<file path="src/rtl/refsel_pkg.sv">
package refsel_pkg;
  localparam int unsigned NUM_REF = 3;
  localparam int unsigned REF_W   = $clog2(NUM_REF);
  localparam logic [1:0]  AUTO_SEL = 2'b11;

  typedef enum logic [1:0] {
    MODE_FREE = 2'b00,
    MODE_NORM = 2'b01,
    MODE_HOLD = 2'b10,
    MODE_TIE  = 2'b11
  } op_mode_e;
endpackage

</file>
<file path="src/rtl/refsel_pick.sv">
module refsel_pick
  import refsel_pkg::*;
(
  input  logic [1:0]       mode_sel_i,
  input  logic [1:0]       ref_sel_i,
  input  logic [NUM_REF-1:0] ref_fail_i,
  input  logic [REF_W-1:0] act_i,
  output logic [REF_W-1:0] tgt_o,
  output logic             tgt_ok_o
);
  logic [REF_W-1:0] man_ref, cur_ref, oth_ref;

  // manual: code 3 folds onto the last reference
  assign man_ref = (ref_sel_i > REF_W'(NUM_REF-1)) ? REF_W'(NUM_REF-1) : ref_sel_i;

  // automatic: only 0/1; leaving 2 starts from 0
  assign cur_ref = (act_i == REF_W'(0) || act_i == REF_W'(1)) ? act_i : REF_W'(0);
  assign oth_ref = (cur_ref == REF_W'(0)) ? REF_W'(1) : REF_W'(0);

  always_comb begin
    if (mode_sel_i != AUTO_SEL) begin
      tgt_o = man_ref;
    end else if (!ref_fail_i[cur_ref]) begin
      tgt_o = cur_ref;
    end else if (!ref_fail_i[oth_ref]) begin
      tgt_o = oth_ref;
    end else begin
      tgt_o = act_i;
    end
  end

  assign tgt_ok_o = !ref_fail_i[tgt_o];
endmodule

</file>
<file path="src/rtl/refsel_fsm.sv">
module refsel_fsm
  import refsel_pkg::*;
(
  input  logic             clk_i,
  input  logic             rst_ni,
  input  logic [REF_W-1:0] tgt_i,
  input  logic             tgt_ok_i,
  input  logic             hms_i,
  output logic [REF_W-1:0] act_o,
  output op_mode_e         mode_o,
  output logic             tie_cap_o,
  output logic             lock_rst_o,
  output logic             switch_o
);
  op_mode_e         state_q, state_d;
  logic [REF_W-1:0] act_q;
  logic             tie_q, lrst_q, tie_d;

  always_comb begin
    state_d = state_q;
    unique case (state_q)
      MODE_FREE, MODE_HOLD: if (tgt_ok_i) state_d = hms_i ? MODE_TIE : MODE_NORM;
      MODE_NORM:            if (!tgt_ok_i) state_d = MODE_HOLD;
      MODE_TIE:             state_d = tgt_ok_i ? MODE_NORM : MODE_HOLD;
      default:              state_d = MODE_FREE;
    endcase
  end

  assign switch_o = (tgt_i != act_q);
  // capture on entry to TIE, or on a switch that stays in normal
  assign tie_d = (state_d == MODE_TIE) ||
                 (state_q == MODE_NORM && state_d == MODE_NORM && switch_o);

  always_ff @(posedge clk_i or negedge rst_ni) begin
    if (!rst_ni) begin
      state_q <= MODE_FREE;
      act_q   <= '0;
      tie_q   <= 1'b0;
      lrst_q  <= 1'b0;
    end else begin
      state_q <= state_d;
      act_q   <= tgt_i;
      tie_q   <= tie_d;
      lrst_q  <= switch_o;
    end
  end

  assign act_o      = act_q;
  assign mode_o     = state_q;
  assign tie_cap_o  = tie_q;
  assign lock_rst_o = lrst_q;
endmodule

</file>
<file path="src/rtl/refsel_lockq.sv">
module refsel_lockq #(
  parameter int unsigned QUAL_CYCLES = 16
) (
  input  logic clk_i,
  input  logic rst_ni,
  input  logic clr_i,
  input  logic lock_i,
  output logic lock_o
);
  localparam int unsigned CNT_W = $clog2(QUAL_CYCLES + 1);
  localparam logic [CNT_W-1:0] CNT_MAX = CNT_W'(QUAL_CYCLES);

  logic [CNT_W-1:0] cnt_q;

  always_ff @(posedge clk_i or negedge rst_ni) begin
    if (!rst_ni)                  cnt_q <= '0;
    else if (clr_i || !lock_i)    cnt_q <= '0;
    else if (cnt_q != CNT_MAX)    cnt_q <= cnt_q + 1'b1;
  end

  assign lock_o = (cnt_q == CNT_MAX);
endmodule

</file>
<file path="src/rtl/refsel_ctrl.sv">
module refsel_ctrl
  import refsel_pkg::*;
#(
  parameter int unsigned LOCK_QUAL_CYCLES = 16
) (
  input  logic             clk_i,
  input  logic             rst_ni,
  input  logic [1:0]       mode_sel_i,
  input  logic [1:0]       ref_sel_i,
  input  logic [NUM_REF-1:0] ref_fail_i,
  input  logic             hms_i,
  input  logic             lock_i,
  output logic [REF_W-1:0] ref_o,
  output logic [1:0]       mode_o,
  output logic             holdover_o,
  output logic             tie_cap_o,
  output logic             lock_rst_o,
  output logic             lock_o
);
  logic [REF_W-1:0] tgt, act;
  logic             tgt_ok, sw;
  op_mode_e         mode;

  refsel_pick u_pick (
    .mode_sel_i (mode_sel_i),
    .ref_sel_i  (ref_sel_i),
    .ref_fail_i (ref_fail_i),
    .act_i      (act),
    .tgt_o      (tgt),
    .tgt_ok_o   (tgt_ok)
  );

  refsel_fsm u_fsm (
    .clk_i      (clk_i),
    .rst_ni     (rst_ni),
    .tgt_i      (tgt),
    .tgt_ok_i   (tgt_ok),
    .hms_i      (hms_i),
    .act_o      (act),
    .mode_o     (mode),
    .tie_cap_o  (tie_cap_o),
    .lock_rst_o (lock_rst_o),
    .switch_o   (sw)
  );

  refsel_lockq #(.QUAL_CYCLES(LOCK_QUAL_CYCLES)) u_lockq (
    .clk_i  (clk_i),
    .rst_ni (rst_ni),
    .clr_i  (sw),
    .lock_i (lock_i),
    .lock_o (lock_o)
  );

  assign ref_o      = act;
  assign mode_o     = mode;
  assign holdover_o = (mode == MODE_HOLD);
endmodule

</file>
<file path="config.mk">
export PLATFORM = sky130hd
export DESIGN_NAME = refsel_ctrl
export DESIGN_NICKNAME = d
export VERILOG_FILES = /design/src/rtl/refsel_pkg.sv /design/src/rtl/refsel_pick.sv /design/src/rtl/refsel_fsm.sv /design/src/rtl/refsel_lockq.sv /design/src/rtl/refsel_ctrl.sv
export SDC_FILE = /design/constraint.sdc
export NUM_CORES = 1
export LEC_CHECK = 0
export ABC_AREA = 1
export BUFFER_PORTS_ARGS = -buffer_cell sky130_fd_sc_hd__buf_4
export CAP_MARGIN = 30
export CORE_UTILIZATION = 40
export DETAILED_ROUTE_END_ITERATION = 10
export GPL_TIMING_DRIVEN = 0
export HOLD_SLACK_MARGIN = 0.02
export SETUP_SLACK_MARGIN = 0.2
export SLEW_MARGIN = 20
export SYNTH_ARGS = -nofsm -noshare
export SYNTH_HDL_FRONTEND = slang
export SYNTH_SLANG_ARGS = --single-unit
</file>
<file path="constraint.sdc">
create_clock -name clk_i -period 2 [get_ports clk_i]
set_input_delay 0.4 -clock clk_i [delete_from_list [all_inputs] [get_ports clk_i]]
set_output_delay 0.4 -clock clk_i [all_outputs]
set_load 0.02 [all_outputs]
</file>
## Yosys cells after proc, flatten, opt, wreduce, memory -nomap -nowiden

Index checks and enable logic that the tools add are counted.

| word-level totals | value |
|---|---|
| bits in registers | 11 |
| input port bits | 11 |
| output and inout bits | 8 |
| word-level logic and storage cells | 50 |

| operators by class | value |
|---|---|
| $add $sub $neg | 1 |
| order comparisons | 4 |
| eq/ne operators | 10 |
| muxes and demuxes | 19 |
| reduce and logical (&&, ||, !) cells | 11 |

Operator list:

| cell | count |
|---|---|
| $mux W2 | 9 |
| $mux W5 | 2 |
| $lt A2 B3 Y1 const B | 3 |
| $bmux W1 S2 | 3 |
| $eq A2 B1 Y1 const B | 3 |
| $eq A2 B2 Y1 const B | 3 |
| $logic_not A2 Y1 | 3 |
| $pmux W2 S3 | 1 |
| $add A5 B1 Y5 const B | 1 |
| $eq A5 B5 Y1 const B | 1 |
| $ne A5 B5 Y1 const B | 1 |
| $mux W1 | 4 |
| $logic_or A1 B1 Y1 | 3 |
| $gt A2 B2 Y1 const B | 1 |
| $logic_and A1 B1 Y1 | 2 |
| $ne A2 B2 Y1 | 1 |
| $ne A2 B2 Y1 const B | 1 |
| $reduce_bool A2 Y1 | 1 |
| $reduce_or A2 Y1 | 1 |
| $logic_not A1 Y1 | 1 |

## Longest topological paths before layout

| depth | value |
|---|---|
| word-level depth | 18 |
| gate-level depth with buffers | 11 |
| gate-level depth less buffers | 11 |

## Hierarchy

A second synthesis with hierarchy kept.

| second synthesis, totals | value |
|---|---|
| cell total of the unflattened synthesis | 93 |
| area total of the unflattened synthesis | 674.4 sq um |

By module, submodules not included:

| module | times used | cells an instance | area an instance (sq um) | seq. area each (sq um) |
|---|---|---|---|---|
| refsel_lockq | 1 | 37 | 294.0 | 125.1 |
| refsel_fsm | 1 | 26 | 236.5 | 150.1 |
| refsel_pick | 1 | 28 | 133.9 | 0.0 |
| refsel_ctrl | 1 | 2 | 10.0 | 0.0 |

## Worst setup path after synthesis

OpenSTA, ideal clock, no wires.

| timing | value |
|---|---|
| path kind | register -> output |
| start point | register u_lockq.cnt_q[0] |
| end point | output port lock_o |
| arrival time | 1015 ps |
| required time | 1600 ps |
| slack | 585 ps |
| cell stages (with the launch flop) | 5 |
| path buffers | 0 |
| cell sequence | dfrtp_1 > inv_1 > ha_1 > nand2_1 > nor3_2 |

| between the ends | value |
|---|---|
| word-level cells in the longest chain between the ends | 1 |

Ends and longest elaborated chain:

| what | RTL line | text |
|---|---|---|
| start, declared | refsel_lockq.sv:13 | `logic [CNT_W-1:0] cnt_q;` |
| start signal, assigned | refsel_lockq.sv:18 | `else if (cnt_q != CNT_MAX) cnt_q <= cnt_q + 1'b1;` |
| $eq A5 B5 Y1 | refsel_lockq.sv:21 | `assign lock_o = (cnt_q == CNT_MAX);` |
| end, declared | refsel_ctrl.sv:18 | `output logic lock_o` |

Every way passes these cells.

## Worst setup path after layout

Same ends and word-level chain as after synthesis.

==> flow_metrics.env <==
export IMPL_io_buffers=18
export IMPL_dr_total_vias=627
export IMPL_fmax_ghz=0.587
export IMPL_gp_congestion=0.784
export IMPL_cts_tree="built"
export IMPL_ioPinCount=19
export IMPL_path_clk_slew_ns=0.07
export IMPL_relSlewSlack_pct=87.3
export IMPL_die_h_um=44.1
export IMPL_drive_gt1_share_pct=37.2
export IMPL_synth_edf_count=0
export IMPL_p_int_mw=0.389
export IMPL_period_minus_slack_ns=1.70
export IMPL_final_cell_area_um2=915
export IMPL_preCtsSetupSlack_ns=0.503
export IMPL_drc=0
export IMPL_numCtsBuffers=3
export IMPL_max_vdd_ir_drop_mv=0.457
export IMPL_crit_type="reg -> out"
export IMPL_ys_seq_area_share_pct=38.8
export IMPL_p_sw_mw=0.191
export IMPL_synth_area_per_cell_um2=7.97
export IMPL_power_frac_seq_pct=44.3
export IMPL_p_sw_share_pct=32.9
export IMPL_n_antenna_cell=0
export IMPL_crit_path_end_kind="primary output"
export IMPL_placed_area_um2=865
export IMPL_hp_class="in -> reg"
export IMPL_synth_distinct_cells=16
export IMPL_dp_cells=123
export IMPL_final_cell_mix="19 x nand2_1, 19 x buf_4, 16 x inv_1"
export IMPL_synth_seq_cells=11
export IMPL_cp_cell_sequence="inv_1 -> ha_1 -> nand2_1 -> nor3_4 -> buf_4"
export IMPL_startpoint_type="register"
export IMPL_rows=14
export IMPL_grt_max_degree=12
export IMPL_power_mw=0.580
export IMPL_nets=127
export IMPL_p_leak_nw=0.490
export IMPL_h_tree_depth=1
export IMPL_p_comb_share_pct=29.9
export IMPL_fin_skew_ns=0.00267
export IMPL_start_util_pct=45.0
export IMPL_maxSlewViolCount=0
export IMPL_grt_pass1_wl_mm=2.48
export IMPL_antenna_found_initial=0
export IMPL_setup_slack_ns=0.295
export IMPL_p_clk_share_pct=25.8
export IMPL_grt_use_total_pct=17.5
export IMPL_powerDensity_mw_per_mm2=634
export IMPL_maxCapViolCount=0
export IMPL_tns_ns=0
export IMPL_wl_per_cell_um=11.0
export IMPL_insertion_delay_ns=0.26
export IMPL_path_max_fanout=4
export IMPL_clockBufferDepth=2
export IMPL_cpMaxStageDelayCell="dfrtp_1"
export IMPL_core_area_mm2=0.00158
export IMPL_timing_final_crit_share_pct=85.2
export IMPL_area_growth_pct=28.9
export IMPL_status="finished clean"
export IMPL_setup_viol=0
export IMPL_root_buffer="clkbuf_4"
export IMPL_slowest_delay_ns=0.42
export IMPL_clock_sinks=11
export IMPL_design_die_area_mm2=0.00195
export IMPL_ys_warnings_count=0
export IMPL_viasPerCell=4.86
export IMPL_final_instance_count_excl_fill=129
export IMPL_final_core_util_pct=58.0
export IMPL_worst_ep_required_time_ns=1.60
export IMPL_dr_first_iter_drc_count=11
export IMPL_dpl_hpwl_mm=1.12
export IMPL_hold_viol_final=0
export IMPL_drt_wl_total_mm=1.42
export IMPL_worstMarginPinSlew_ns=0.190
export IMPL_ys_dominant_reg_cell="dfrtp_1"
export IMPL_syn_cell_area_um2=709
export IMPL_first_pass_iters=4
export IMPL_rsz0062_at_grt="no"
export IMPL_cp_arrival_ns=1.30
export IMPL_syn_inst=89
export IMPL_hold_slack_ns=0.422
export IMPL_die_width_um=44.1
export IMPL_syn_nets=102
export IMPL_synthArstFlopShare_pct=100
export IMPL_final_antenna_net_count=0
export IMPL_grt_pass1_vias=587
export IMPL_gr_total_overflow=0
==> power groups by stage <==
stage / Combinational, mW / Sequential (mW) / Clock [mW]
2_1_floorplan: 0.0856 / 0.279 / 0
3_3_place_gp: 0.172 / 0.260 / 0
3_5_place_dp: 0.173 / 0.260 / 0
4_1_cts: 0.176 / 0.256 / 0.157
5_1_grt: 0.192 / 0.259 / 0.168
6_report: 0.174 / 0.257 / 0.149
==> cells in the mapped netlist, types with 2 or more instances <==
cell     number  area (um2)
a21oi_2       2        17.5
nand2_1      19        71.3
dfrtp_1      11         275
nor2_2        3        18.8
inv_1        16        60.1
nand3_1      11        55.1
ha_1          2        25.0
xor2_1        4        35.0
nor2_1        4        15.0
nand3_2       4        40.0
nand2_2       8        50.1
==> critical path: cells and delay by family (launching register included) <==
family                     cells  cell delay (ns)
and+or+nand+nor                2             0.25
DFF                            1             0.42
buffers and inverters          2             0.24
adders and majority gates      1             0.13
==> layer usage <==
layer  routed length [um]  global-route usage (%)  vias to the layer above  part of all wire (%)
met5                    0                       0                        -                     0
met2                  726                    29.4                       10                    51
li1                     -                       -                      323                     -
met4                    0                    5.45                        0                     0
met1                  652                    21.1                      294                    46
met3                   41                    6.12                        0                   2.9
==> final cells by class <==
type	instances	area, um2
sequential	11	275
fill	158	662
inverter	17	65.1
tap	16	20.0
timing repair buffer	20	153
clock buffer	4	26.3
multi-input combinational	61	375
==> registers in the layout (all words and copies together) (netlist names) <==
register,cells
u_lockq.cnt_q,5
u_fsm.act_o,2
u_fsm.mode_o,2
u_fsm.lock_rst_o,1
u_fsm.tie_cap_o,1
==> what timing repair did <==
item | in CTS | in global routing
hold endpoints to repair | 11 | 0
buffers inserted | 0 | 1
hold buffers | 1 | 0
pin swaps | 0 | 1
setup endpoints to repair | 1 | 1
gates resized for setup | 1 | 0
==> logic make-up after synthesis <==
| family | after synthesis | share of synthesized area (%) |
|---|---|---|
| flip-flops | 11 | 38.8 |
| adder cells (fa/ha/maj) | 2 | 3.53 |
| AO/OA/AOI/OAI | 4 | 3.88 |
| XOR/XNOR | 4 | 4.94 |
| AND/OR/NAND/NOR | 51 | 39.7 |
| buffers and inverters | 17 | 9.17 |
==> worst paths after layout <==
kind | start | to | slack [ns] | depth (start not counted)
worst max-delay path | u_lockq.cnt_q[0] | lock_o | 0.30 | 5
worst min-delay path | hms_i | u_fsm.tie_cap_o | 0.42 | 3
worst max register to register | u_lockq.cnt_q[0] | u_lockq.cnt_q[0] | 0.65 | 7
worst min register to register | u_lockq.cnt_q[4] | u_lockq.cnt_q[4] | 0.57 | 2
max in group asynchronous | rst_ni | u_lockq.cnt_q[0] | 1.34 | 2
min in group asynchronous | rst_ni | u_fsm.act_o[0] | 0.51 | 2
Power figures use the tool's default switching activity.
